[src/rtl/pr_pkg.sv]
package pr_pkg;
  localparam int CELL_GROUPS = 2;
  localparam int DEF_GRP_W   = 4;
  localparam int DEF_CELLS   = 8;
endpackage

[src/rtl/pr_group.sv]
module pr_group #(
  parameter int GRP_W = 4
) (
  input  logic             phase_clk,
  input  logic             blk_n,
  input  logic [GRP_W-1:0] req,
  output logic [GRP_W-1:0] grant,
  output logic             any_req
);
  logic             en;
  logic [GRP_W-1:0] seen;

  assign en      = phase_clk & ~blk_n;
  assign any_req = |req;
  assign seen[0] = 1'b0;

  for (genvar i = 1; i < GRP_W; i++) begin : g_seen
    assign seen[i] = seen[i-1] | req[i-1];
  end

  for (genvar i = 0; i < GRP_W; i++) begin : g_gnt
    assign grant[i] = en & req[i] & ~seen[i];
  end

  always_comb begin

    grp_onehot_chk: assert ($onehot0(grant));

    grp_lowphase_chk: assert (phase_clk || grant == '0);
  end
endmodule

[src/rtl/pr_cell.sv]
module pr_cell
  import pr_pkg::*;
#(
  parameter int GRP_W = DEF_GRP_W,
  localparam int CW = CELL_GROUPS * GRP_W
) (
  input  logic          phase_clk,
  input  logic          la_in_n,
  input  logic [CW-1:0] req,
  output logic [CW-1:0] grant,
  output logic          la_out_n
);
  logic lo_any, hi_any;
  logic mid_blk_n;

  pr_group #(.GRP_W(GRP_W)) u_lo (
    .phase_clk (phase_clk),
    .blk_n     (la_in_n),
    .req       (req[GRP_W-1:0]),
    .grant     (grant[GRP_W-1:0]),
    .any_req   (lo_any)
  );

  // internal blocking term for the upper group, held low in the low phase
  assign mid_blk_n = phase_clk & (la_in_n | lo_any);

  pr_group #(.GRP_W(GRP_W)) u_hi (
    .phase_clk (phase_clk),
    .blk_n     (mid_blk_n),
    .req       (req[CW-1:GRP_W]),
    .grant     (grant[CW-1:GRP_W]),
    .any_req   (hi_any)
  );

  assign la_out_n = la_in_n | lo_any | hi_any;

  always_comb begin

    cell_blocked_chk: assert (!la_in_n || grant == '0);

    cell_split_chk: assert (!lo_any || grant[CW-1:GRP_W] == '0);
  end
endmodule

[src/rtl/pr_chain.sv]
module pr_chain
  import pr_pkg::*;
#(
  parameter int N_CELLS = DEF_CELLS,
  parameter int GRP_W   = DEF_GRP_W,
  localparam int CW = CELL_GROUPS * GRP_W,
  localparam int W  = N_CELLS * CW
) (
  input  logic         phase_clk,
  input  logic         chain_la_n,
  input  logic [W-1:0] req,
  output logic [W-1:0] grant,
  output logic         any_grant
);
  logic [N_CELLS:0] la_n;

  assign la_n[0] = chain_la_n;

  for (genvar k = 0; k < N_CELLS; k++) begin : g_cell
    pr_cell #(.GRP_W(GRP_W)) u_cell (
      .phase_clk (phase_clk),
      .la_in_n   (la_n[k]),
      .req       (req[k*CW +: CW]),
      .grant     (grant[k*CW +: CW]),
      .la_out_n  (la_n[k+1])
    );

    if (k > 0) begin : g_chk
      always_comb begin

        cell_order_chk: assert (grant[k*CW +: CW] == '0 || req[k*CW-1:0] == '0);
      end
    end
  end

  assign any_grant = phase_clk & ~chain_la_n & la_n[N_CELLS];

  always_comb begin

    any_match_chk: assert (any_grant == (grant != '0));

    chain_onehot_chk: assert ($onehot0(grant));
  end
endmodule

[config.mk]
export PLATFORM = sky130hd
export DESIGN_NAME = pr_chain
export DESIGN_NICKNAME = d
export VERILOG_FILES = /design/src/rtl/pr_pkg.sv /design/src/rtl/pr_group.sv /design/src/rtl/pr_cell.sv /design/src/rtl/pr_chain.sv
export SDC_FILE = /design/constraint.sdc
export NUM_CORES = 1
export LEC_CHECK = 0
export BUFFER_PORTS_ARGS = -buffer_cell sky130_fd_sc_hd__buf_2
export CORE_MARGIN = 3
export CORE_UTILIZATION = 31
export DETAILED_ROUTE_END_ITERATION = 10
export PLACE_DENSITY = 0.8
export RECOVER_POWER = 100
export SLEW_MARGIN = 20
export SYNTH_ARGS = -nofsm -noshare
export SYNTH_HDL_FRONTEND = slang
export SYNTH_SLANG_ARGS = --single-unit
[constraint.sdc]
create_clock -name vclk -period 2.6
set_clock_uncertainty 0.2 [all_clocks]
set_input_delay 0.65 -clock vclk [all_inputs]
set_output_delay 0.65 -clock vclk [all_outputs]
set_load 0.01 [all_outputs]
==> impl.org, run 1 <==
** Die
- Starting utilization of the core area :: 33.8%
- 131 I/O pins were placed.
- Rows :: 20
- Die height :: 64.8 um
- Die X :: 64.8 um

** Logic synthesis
- Share of the yosys chip area belonging to registers :: 0%
- Synthesis handed over a netlist of 162 instances.
- After synthesis the cells add up to 1070 um^2.
- The synthesized netlist contains 28 unique library cells.
- Leading area contributor after synthesis :: sky130_fd_sc_hd__nor3_1
- Share of the synthesized area in the top cell type :: 10.3%
- For this run, the number of Yosys warnings is 0.
- Net count after synthesis :: 228
- Cell types with the largest area share after synthesis :: sky130_fd_sc_hd__nor3_1 10%, sky130_fd_sc_hd__nor2_1 7.7%, sky130_fd_sc_hd__and3_1 7.0%
- The commonest cells after synthesis are 22 x sky130_fd_sc_hd__nor2_1, 22 x sky130_fd_sc_hd__nor3_1, 13 x sky130_fd_sc_hd__nand2_1.
- Dividing the synthesized area by the synthesized cell count gives 6.63 um^2.

** Global routing
- Entering global routing, the biggest net connects 9 pins.

** Place
- Detailed placement finished with a half-perimeter wire length of 4990 um.
- # port buffers :: 131
- The congestion estimate from routability-driven global placement came to 0.840.
- The number of placed instances, taps included, is 397.

** Status
- The first error in the log reads "[ERROR DPL-0038] Utilization greater than 100%, impossible to legalize".
- The flow did not finish.
- Last stage :: global routing

** STA
- After the last repair the worst path ends at an output port.
- Worst EP post-GRT repair :: grant[53]
## timing repair
| action | CTS |
|---|---|
| pin swaps | 44 |
| gates cloned | 1 |
| hold buffers | 0 |
| buffers inserted | 12 |
| setup endpoints to repair | 60 |
| gates resized for setup | 53 |
## cell families after synthesis
| group | count (synthesis) | synth area share [%] |
|---|---|---|
| and+or+nand+nor | 150 | 93.2 |
| buffers and inverters | 11 | 5.94 |
| AOI/OAI and AO/OA | 1 | 0.816 |
## per-stage QoR
step           setup TNS (ns)  instance area, um^2  hold slack (ns)  setup WS (ns)
3_5_place_dp           -25.22                 2660             1.40         -0.690
4_1_cts                -23.68                 3000             1.40         -0.601
2_1_floorplan           -6.69                 1500             1.13         -0.296
3_3_place_gp           -22.82                 2660             1.40         -0.618
==> inputs of run 2 (changes only) <==
--- a/config.mk
+++ b/config.mk
@@ -6,10 +6,10 @@
 export NUM_CORES = 1
 export LEC_CHECK = 0
 export BUFFER_PORTS_ARGS = -buffer_cell sky130_fd_sc_hd__buf_2
-export CORE_MARGIN = 3
-export CORE_UTILIZATION = 31
+export CORE_AREA = 3 3 64 66
 export DETAILED_ROUTE_END_ITERATION = 10
-export PLACE_DENSITY = 0.8
+export DIE_AREA = 0 0 67 69
+export PLACE_DENSITY_LB_ADDON = 0.15
 export RECOVER_POWER = 100
 export SLEW_MARGIN = 20
 export SYNTH_ARGS = -nofsm -noshare
==> constraint.sdc (replaced) <==
create_clock -name vclk -period 3.38
set_clock_uncertainty 0.2 [all_clocks]
set_input_delay 0.845 -clock vclk [all_inputs]
set_output_delay 0.845 -clock vclk [all_outputs]
set_load 0.01 [all_outputs]
==> impl.org, run 2 <==
** Finish
- Sequential Area :: 0 um^2
- Relative to the synthesized area, the layout overhead comes to 140%.
- Cells with a size suffix above 1 make up 67.0% of the layout.
- In the finished layout, the clock tree contains a buffer count of 0.
- The top cell types in the final layout, fill and taps aside, are 115 x sky130_fd_sc_hd__buf_2, 49 x sky130_fd_sc_hd__buf_4, 22 x sky130_fd_sc_hd__nor2_1.
- The library cell used most frequently in the layout, excluding fill and tap cells, is sky130_fd_sc_hd__buf_2.
- For this run, the post-layout net count is 413.
- ANT cells :: 0
- The design has 0 sequential cells.
- Measured on the finished design, the core utilization comes to 71.0%.

** Die
- Die height :: 69 um (was 64.8 um)
- The die covers 4620 um^2.
- The region available for standard cell placement spans 3630 um^2.
- The number of rows in the core area came to 22 (was 20).
- Starting utilization of the core area :: 29.5% (was 33.8%)
- The boundary pin count was 131 (unchanged).
- The width of the die is 67 um (was 64.8 um).

** Global routing
- The number of global-route vias before repair came to 1,880.
- Entering global routing, the biggest net connects 17 pins.
- The total overflow left after global routing is 0.
- Wire length of the first global-routing pass :: 8000 um
- Initial antenna violation count :: 0
- Global-route usage over all layers :: 20.4%

** Logic synthesis
- The post-synthesis cell area was 1070 um^2 (unchanged).
- The cell count after synthesis was 162 (unchanged).
- Cell types with the largest area share after synthesis: sky130_fd_sc_hd__nor3_1 10%, sky130_fd_sc_hd__nor2_1 7.7%, sky130_fd_sc_hd__and3_1 7.0% (unchanged).
- Synth top cells by count: 22 x sky130_fd_sc_hd__nor2_1, 22 x sky130_fd_sc_hd__nor3_1, 13 x sky130_fd_sc_hd__nand2_1 (unchanged).
- Share of the yosys chip area belonging to registers :: 0% (unchanged)
- Share of the synthesized area in the top cell type :: 10.3% (unchanged)
- Ys Warns :: 0 (unchanged)
- Post-synthesis average cell area :: 6.63 um^2 (unchanged)
- The count of unique library cells instantiated by Yosys came to 28 (unchanged).
- Net count after synthesis :: 228 (unchanged)
- Leading area contributor after synthesis :: sky130_fd_sc_hd__nor3_1 (unchanged)

** Setup path
- Data arrival time at the worst-slack endpoint :: 2.55 ns
- Along the worst path, the maximum fanout reaches 5.
- The critical path in this run is classified as in -> out.
- STA classifies the critical path startpoint as an input pin.
- At the worst endpoint, the required time is 2.33 ns.
- Nature of the critical path endpoint :: output pin

** Place
- The number of port buffers was 131 (unchanged).
- Setup WS pre-CTS :: -0.276 ns (was -0.690 ns)
- The final HPWL from detailed placement is 4140 um (was 4990 um).
- The final weighted congestion of routability-driven global placement came to 0.853 (was 0.840).

** Routing
- After detailed routing, the number of vias per cell comes to 5.21.
- For this block, the initial DRC count from the detailed router was 86.
- Number of search-and-repair iterations in the first detailed-routing pass :: 4
- Routed wire length :: 5510 um
- After detailed routing, the number of remaining DRC violations is 0.
- After detailed routing, the average wire length per cell comes to 14.0 um.
- Antenna Violating Nets Remaining :: 0
- Across all layers, the routed design uses 2,047 vias.

** Status
- Run status :: finished with violations (was stopped before the end)
- The checks that failed: negative setup slack.

** STA
- Final-report setup violation count :: 28
- For the finished layout, the period the worst path requires is 3.60 ns.
- The final hold violation count came to 0.
- Setup repair after global routing could not meet its margin everywhere.
- Highest attainable clock frequency :: 0.278 GHz
- The worst path uses 106% of the clock period.
- In the final timing run, aggregate negative setup slack is -2.70 ns.
- Slew headroom :: 71.1%
- Measured slew at the worst slew-check pin :: 0.428 ns
- The final count of pins violating max slew came to 0.
- After layout, the worst setup slack is -0.220 ns.

** Power and ir drop
- Power per cell area :: 60.7 nW/um^2
- Maximum vdd drop :: 0.0458 mV
- Leak pwr :: 1.38 nW

** Job
- Count of max-cap constraint violations :: 0

** Min path
- Number of cells on the worst hold path :: 3
- Class of the most critical hold timing path :: in -> out

** Clocking
- The count of hold buffers inserted by post-cts repair was 0 (unchanged).
[run 2: cell type report]
cell class                      instances  area, um^2
Inverter                                5        18.8
Fill cell                             326        1050
Multi-Input combinational cell        151        1310
Tap cell                               48        60.1
Timing Repair Buffer                  189        1190
[run 2: timing repair]
action | in CTS | in global routing
gates cloned | 0 | 1
buffers inserted | 4 | 4
setup endpoints to repair | 36 | 47
pin swaps | 13 | 28
gates resized for setup | 27 | 51
[run 2: metal layers]
metal / track usage [%] / part of all wire [%] / vias up
met5: 0 / 0 / -
met4: 2.03 / 1.5 / 0
met3: 1.79 / 6.7 / 10
met2: 39.2 / 54 / 92
met1: 24.3 / 38 / 937
li1: - / - / 1008
[run 2: final timing paths]
kind	from	endpoint	slack [ns]
worst min-delay path	req[52]	grant[53]	1.79
worst max-delay path	req[21]	grant[51]	-0.22
[run 2: cell families after synthesis]
kind of cell    after synthesis  share of synthesized area, %
compound gates                1                         0.816
simple gates                150                          93.2
buf+inv                      11                          5.94
[run 2: metrics by stage]
| stage | hold slack [ns] | total power, mW | cell area, um^2 | instances |
|---|---|---|---|---|
| after floorplan | 1.52 | 0.0289 | 1070 | 162 |
| after global placement | 1.78 | 0.125 | 2130 | 386 |
| after detailed placement | 1.79 | 0.127 | 2130 | 386 |
| after CTS | 1.79 | 0.137 | 2310 | 390 |
| after global routing | 1.81 | 0.170 | 2580 | 393 |
| final | 1.79 | 0.157 | 2580 | 393 |
[run 2: worst max-delay path, cell delays in order]
cell and delay (ns):
sky130_fd_sc_hd__buf_8 0.10, sky130_fd_sc_hd__nor4_4 0.28, sky130_fd_sc_hd__nand4_1 0.24, sky130_fd_sc_hd__or4_4 0.64
sky130_fd_sc_hd__buf_12 0.17, sky130_fd_sc_hd__nor3_2 0.10, sky130_fd_sc_hd__buf_2 0.16
[run 2: where the power goes]
group	leakage (nW)	switching [mW]	total (mW)	internal, mW
sequential	0	0	0	0
clock	0	0	0	0
combinational	1.38	0.0733	0.157	0.0833
total	1.38	0.0733	0.157	0.0833
(Power assumes the default switching activity.)
==> inputs of run 3 (changes only) <==
--- a/config.mk
+++ b/config.mk
@@ -10,8 +10,9 @@
 export DETAILED_ROUTE_END_ITERATION = 10
 export DIE_AREA = 0 0 67 69
 export PLACE_DENSITY_LB_ADDON = 0.15
-export RECOVER_POWER = 100
+export RECOVER_POWER = 50
 export SLEW_MARGIN = 20
 export SYNTH_ARGS = -nofsm -noshare
 export SYNTH_HDL_FRONTEND = slang
+export SYNTH_HIERARCHICAL = 1
 export SYNTH_SLANG_ARGS = --single-unit
==> impl.org, run 3 <==
** Status
- Run status :: finished with violations (unchanged)
- Violations in the final reports: negative setup slack (unchanged).

** Power and ir drop
- The power density over the cells was 66.1 nW/um^2 (was 60.7 nW/um^2).
- The total power after layout is 0.170 mW (was 0.157 mW).
- Maximum vdd drop :: 0.0330 mV (was 0.0458 mV)
- The leakage power summed over all cells was 1.41 nW (was 1.38 nW).

** Global routing
- The number of global-route vias before repair was 1,678 (was 1,880).
- The remaining global-route overflow is 0 (unchanged).
- Pin count of the biggest net entering global routing :: 26 (was 17)
- The first-pass GRT wire length is 6830 um (was 8000 um).
- The overall global routing resource usage is 17.3% (was 20.4%).
- Initial antenna violation count :: 0 (unchanged)

** Logic synthesis
- The count of unique library cells instantiated by Yosys came to 11 (was 28).
- The cell count after synthesis is 145 (was 162).
- Synthesized area :: 1120 um^2 (was 1070 um^2)
- Share of the yosys chip area belonging to registers :: 0% (unchanged)
- Post-synthesis average cell area :: 7.72 um^2 (was 6.63 um^2)
- The fraction of post-synthesis cell area in the top cell type by area came to 19.7% (was 10.3%).
- The synthesized net count came to 211 (was 228).
- Cell types with the largest area share after synthesis :: sky130_fd_sc_hd__nor2b_4 20%, sky130_fd_sc_hd__and3b_2 14%, sky130_fd_sc_hd__and4b_1 14% (was sky130_fd_sc_hd__nor3_1 10%, sky130_fd_sc_hd__nor2_1 7.7%, sky130_fd_sc_hd__and3_1 7.0%)
- The leading area contributor after synthesis is sky130_fd_sc_hd__nor2b_4 (was sky130_fd_sc_hd__nor3_1).
- Ys Warns :: 6 (was 0)

** STA
- Count of final max-slew check failures :: 0 (unchanged)
- Highest attainable clock frequency :: 0.191 GHz (was 0.278 GHz)
- Final worst hold slack :: 1.81 ns (was 1.79 ns)
- The final hold violation count was 0 (unchanged).
- Final-report setup violation count :: 53 (was 28)
- Measured slew at the worst slew-check pin :: 0.405 ns (was 0.428 ns)
- Slew headroom :: 73.0% (was 71.1%)
- Min setup slack post-route :: -1.86 ns (was -0.220 ns)
- Share of the clock period used by the worst path :: 155% (was 106%)
- The final critical-path required period is 5.24 ns (was 3.60 ns).
- RSZ-0062 raised after global routing: yes (unchanged).

** Die
- The boundary pin count is 131 (unchanged).
- The number of rows in the core area came to 22 (unchanged).
- The core box area was 3630 um^2 (unchanged).
- The vertical die dimension was 69 um (unchanged).
- The width of the die was 67 um (unchanged).
- The initial standard-cell utilization of the core came to 30.8% (was 29.5%).
- The area of the die came to 4620 um^2 (unchanged).

** Setup path
- The kind of start point of the critical path is an input pin (unchanged).
- The data arrival time of the critical path is 4.20 ns (was 2.55 ns).
- CP max stage cell :: sky130_fd_sc_hd__or3_4 (was sky130_fd_sc_hd__or4_4)
- Crit path max fanout :: 4 (was 5)
- Required @ worst endpoint :: 2.33 ns (about the same)
- The critical setup path kind is in -> out (unchanged).
- Nature of the critical path endpoint :: output pin (unchanged)
- Slowest Stage Delay on Critical Path :: 0.37 ns (was 0.64 ns)
- Most repeated library cell on the critical path :: sky130_fd_sc_hd__or3_4
- CP cell instances: buf_8 > nor2_4 > nand2_2 > or3_4 > or3_4 > or3_4 > or3_4 > or3_4 > or3_4 > or3_4 > o21a_1 > nor2b_4 > and4b_1 > buf_2 (was buf_8 > nor4_4 > nand4_1 > or4_4 > buf_12 > nor3_2 > buf_2).

** Finish
- The number of clock buffer instances in the layout was 0 (unchanged).
- Sequential Area :: 0 um^2 (unchanged)
- The fraction of layout instances using a drive strength above 1 was 82.3% (was 67.0%).
- The most common cell after layout, fill and taps aside is sky130_fd_sc_hd__buf_2 (unchanged).
- ANT cells :: 0 (unchanged)
- Final instance count without filler cells :: 370 (was 393)
- The net count of the finished layout was 390 (was 413).
- Total number of sequential cells :: 0 (unchanged)
- The summed area of non-filler cells in the final layout was 2570 um^2 (was 2580 um^2).
- Most frequent cells in the layout :: 86 x sky130_fd_sc_hd__buf_2, 44 x sky130_fd_sc_hd__buf_4, 44 x sky130_fd_sc_hd__buf_6 (was 115 x sky130_fd_sc_hd__buf_2, 49 x sky130_fd_sc_hd__buf_4, 22 x sky130_fd_sc_hd__nor2_1)
- The synthesis-to-finish area growth was 129% (was 140%).

** Routing
- The number of violations reported at the end of detailed-routing iteration 0 came to 46 (was 86).
- The number of DRC violations after detailed routing came to 0 (unchanged).
- Detail-routed via count per cell :: 4.62 (was 5.21)
- Routed wire length :: 4290 um (was 5510 um)
- Number of search-and-repair iterations in the first detailed-routing pass :: 4 (unchanged)
- Total vias in the final route :: 1,709 (was 2,047)
- The average wire per standard cell came to 11.6 um (was 14.0 um).
- The number of nets with antenna violations after detailed routing was 0 (unchanged).

** Clocking
- The count of hold buffers inserted by post-cts repair is 0 (unchanged).

** Place
- The number of port buffers is 131 (unchanged).
- The final weighted congestion of routability-driven global placement was 0.786 (was 0.853).
- Cell total after placement :: 346 (was 386)
- The placed standard-cell area is 2070 um^2 (was 2130 um^2).
- HPWL after detailed placement :: 3140 um (was 4140 um)
- The worst setup slack after placement was -1.90 ns (was -0.276 ns).

** Job
- The max-capacitance violation count was 0 (unchanged).

** Min path
- The path type of the worst min-delay path is in -> out (unchanged).
## run 3: cell types whose count changed after synthesis, sizes merged, moves of 10 or more
cell / before / now
nor3: 29 / 0
nor2b: 0 / 16
and3b: 3 / 17
nor4: 14 / 0
and4b: 5 / 16
nor2: 22 / 32
## run 3: worst max-delay path: cells and delay by family
kind / cells / cell delay (ns)
AO/OA/AOI/OAI: 1 / 0.20
buffers and inverters: 2 / 0.23
AND/OR/NAND/NOR: 11 / 2.90
## run 3: metrics by stage
| step | TNS, ns | utilization (%) |
|---|---|---|
| floorplan | -37.99 | - |
| global placement | -48.69 | 56.9 |
| detailed placement | -49.42 | 56.9 |
| CTS | -56.28 | 70.3 |
| global route | -62.44 | 70.6 |
| finish | -57.76 | 70.6 |
## run 3: final timing paths
check | start | to | slack, ns | cells after the start
min | req[0] | grant[0] | 1.81 | 3
max | req[0] | grant[63] | -1.86 | 14
## run 3: final cells by class
type	instances	area, um^2
fillers	325	1070
multi-input cells	145	1230
well taps	48	60.1
repair buffers	177	1280
## run 3: cell families (layout without fill, tap and decap cells)
logic type	after synthesis	count (layout)	synth area share (%)
AO/OA/AOI/OAI	8	8	5.36
AND/OR/NAND/NOR	137	137	94.6
buffers and inverters	0	177	0
## run 3: what timing repair did
item | CTS | global route
resized for setup | 57 | 4
pin swaps | 22 | 8
endpoints found under the setup margin | 49 | 53
buffers inserted | 24 | 0
cloned | 0 | 0
## run 3: where the power goes
group	total (mW)	switching, mW	internal (mW)
Clock	0	0	0
Sequential	0	0	0
Combinational	0.170	0.0697	0.0999
Total	0.170	0.0697	0.0999
## run 3: per-layer routing
metal  routed length (um)  GRT usage, %  part of all wire, %  vias up
met1                 1560          18.7                   36      756
met4                   29          1.58                 0.68        0
met5                    0             0                    0        -
met2                 2370          35.2                   55       71
met3                  336          1.79                  7.8        4
li1                     -             -                    -      878
==> inputs of run 4 (changes only) <==
--- a/config.mk
+++ b/config.mk
@@ -14,5 +14,4 @@
 export SLEW_MARGIN = 20
 export SYNTH_ARGS = -nofsm -noshare
 export SYNTH_HDL_FRONTEND = slang
-export SYNTH_HIERARCHICAL = 1
 export SYNTH_SLANG_ARGS = --single-unit
==> impl.org, run 4 (synthesized netlist as in run 2, its figures left out) <==
** Status
- Run status: finished with violations (unchanged).
- Violations in the final reports: negative setup slack (unchanged).

** Finish
- Sequential Area :: 0 um^2 (unchanged)
- The synthesis-to-finish area growth is 141% (was 129%).
- Total number of sequential cells :: 0 (unchanged)
- Fill cell instance count of the final layout :: 324 (was 325)
- Number of clock buffers in the layout :: 0 (unchanged)
- Final instance count without filler cells :: 393 (was 370)
- ANT cells :: 0 (unchanged)
- The net count of the finished layout is 413 (was 390).
- Most frequent cells in the layout: 116 x sky130_fd_sc_hd__buf_2, 49 x sky130_fd_sc_hd__buf_4, 22 x sky130_fd_sc_hd__nor2_1 (was 86 x sky130_fd_sc_hd__buf_2, 44 x sky130_fd_sc_hd__buf_4, 44 x sky130_fd_sc_hd__buf_6).
- Fraction of layout cells with a size suffix above 1 :: 67.0% (was 82.3%)
- The most common cell after layout, fill and taps aside was sky130_fd_sc_hd__buf_2 (unchanged).
- The core occupancy in the finished layout is 71.1% (was 70.6%).
- The summed area of non-filler cells in the final layout came to 2580 um^2 (was 2570 um^2).

** Routing
- The iteration count of the initial detailed-routing pass was 4 (unchanged).
- The number of violations reported at the end of detailed-routing iteration 0 is 86 (was 46).
- The via count of the routed design was 2,048 (was 1,709).
- Routed wire length :: 5520 um (was 4290 um)
- The number of nets with antenna violations after detailed routing is 0 (unchanged).
- The ratio of routed vias to standard cells is 5.21 (was 4.62).
- Post-route DRC :: 0 (unchanged)
- Final routed wire length divided by cell count :: 14.0 um (was 11.6 um)

** Die
- Die X :: 67 um (unchanged)
- The area of the die came to 4620 um^2 (unchanged).
- Die height :: 69 um (unchanged)
- The core box area is 3630 um^2 (unchanged).
- Rows :: 22 (unchanged)
- The initial standard-cell utilization of the core is 29.5% (was 30.8%).
- Count of boundary I/O pins :: 131 (unchanged)

** Power and ir drop
- Leak pwr :: 1.38 nW (was 1.41 nW)
- The power density over the cells came to 60.8 nW/um^2 (was 66.1 nW/um^2).
- The maximum VDD drop was 0.0459 mV (was 0.0330 mV).
- Pwr Total :: 0.157 mW (was 0.170 mW)

** Place
- The worst setup slack after placement came to -0.276 ns (was -1.90 ns).
- The placed standard-cell area came to 2130 um^2 (was 2070 um^2).
- The final weighted congestion of routability-driven global placement is 0.853 (was 0.786).
- HPWL after detailed placement :: 4140 um (was 3140 um)
- Cell total after placement :: 386 (was 346)
- The number of port buffers was 131 (unchanged).

** Global routing
- The first-pass GRT wire length is 8000 um (was 6830 um).
- Pin count of the biggest net entering global routing :: 17 (was 26)
- The overall global routing resource usage is 20.4% (was 17.3%).
- Vias in the first global route :: 1,880 (was 1,678)
- The initial antenna violation count is 0 (unchanged).
- The remaining global-route overflow is 0 (unchanged).

** Setup path
- Crit path max fanout :: 5 (was 4)
- The critical path capture point type was an output pin (unchanged).
- The kind of start point of the critical path is an input pin (unchanged).
- Worst setup path category :: in -> out (unchanged)
- The worst endpoint required time is 2.33 ns (about the same).
- The data arrival time of the critical path is 2.55 ns (was 4.20 ns).

** STA
- The tightest slew margin relative to the limit was 71.2% (was 73.0%).
- The actual transition at the worst max-transition pin is 0.426 ns (was 0.405 ns).
- Min setup slack post-route :: -0.220 ns (was -1.86 ns)
- The final worst hold slack is 1.79 ns (was 1.81 ns).
- The final hold violation count is 0 (unchanged).
- Share of the clock period used by the worst path :: 107% (was 155%)
- Minimum period implied by the final worst setup slack :: 3.60 ns (was 5.24 ns)
- The setup TNS came to -2.70 ns (was -57.76 ns).
- The final setup violation count was 28 (was 53).
- The final count of pins violating max slew came to 0 (unchanged).
- RSZ-0062 raised after global routing :: yes (unchanged)
- Highest attainable clock frequency :: 0.278 GHz (was 0.191 GHz)

** Min path
- The startpoint of the most critical hold path is req[52] (was req[0]).
- Endpoint of the worst hold path :: grant[53] (was grant[0])
- Number of cells on the worst hold path :: 3 (unchanged)
- Class of the most critical hold timing path :: in -> out (unchanged)

** Job
- Count of max-cap constraint violations :: 0 (unchanged)
## run 4: cell count changes in the layout (fill, tap and decap cells not counted), sizes merged, moves of 6 or more
cell    delta
nor3      +29
nor2b     -16
and3b     -14
nor4      +14
and4b     -11
nor2      -10
clkbuf     +9
and2       -8
nor4b      +8
o21a       -8
nor3b      +6
## run 4: cell type report
type                       count  area, um^2  share of cell area, %
multi-input combinational    151        1310                   50.8
inverter                       5        18.8                  0.727
timing repair buffer         189        1190                   46.2
tap                           48        60.1                   2.33
## run 4: timing repair
item / 4_1_cts / 5_1_grt
gates resized for setup: 27 / 51
endpoints found under the hold margin: 0 / 0
buffers inserted: 4 / 4
setup endpoints to repair: 36 / 47
hold buffers: 0 / 0
pin swaps: 13 / 28
gates cloned: 0 / 1
## run 4: worst max-delay path by stage
stage / from / to / slack, ns / depth (start not counted)
floorplan: req[35] / grant[60] / 0.007 / 6
global placement: req[41] / grant[58] / -0.26 / 7
detailed placement: req[41] / grant[58] / -0.28 / 7
CTS: req[21] / grant[58] / -0.15 / 7
global route: req[21] / grant[49] / -0.26 / 7
finish: req[21] / grant[51] / -0.22 / 7
## run 4: routing by layer
metal,up-vias,GRT usage (%),routed length [um]
met3,10,1.79,373
met4,0,2.03,80
met2,94,39.2,2990
li1,1008,-,-
met1,936,24.3,2080
met5,-,0,0
## run 4: power breakdown
group	internal, mW	leakage, nW	switching, mW
registers	0	0	0
logic	0.0837	1.38	0.0733
clock network	0	0	0
total	0.0837	1.38	0.0733
## run 4: critical path, cell delays in order
cell                      delay, ns
sky130_fd_sc_hd__buf_8         0.10
sky130_fd_sc_hd__nor4_4        0.28
sky130_fd_sc_hd__nand4_1       0.24
sky130_fd_sc_hd__or4_4         0.64
sky130_fd_sc_hd__buf_12        0.17
sky130_fd_sc_hd__nor3_2        0.11
sky130_fd_sc_hd__buf_2         0.16
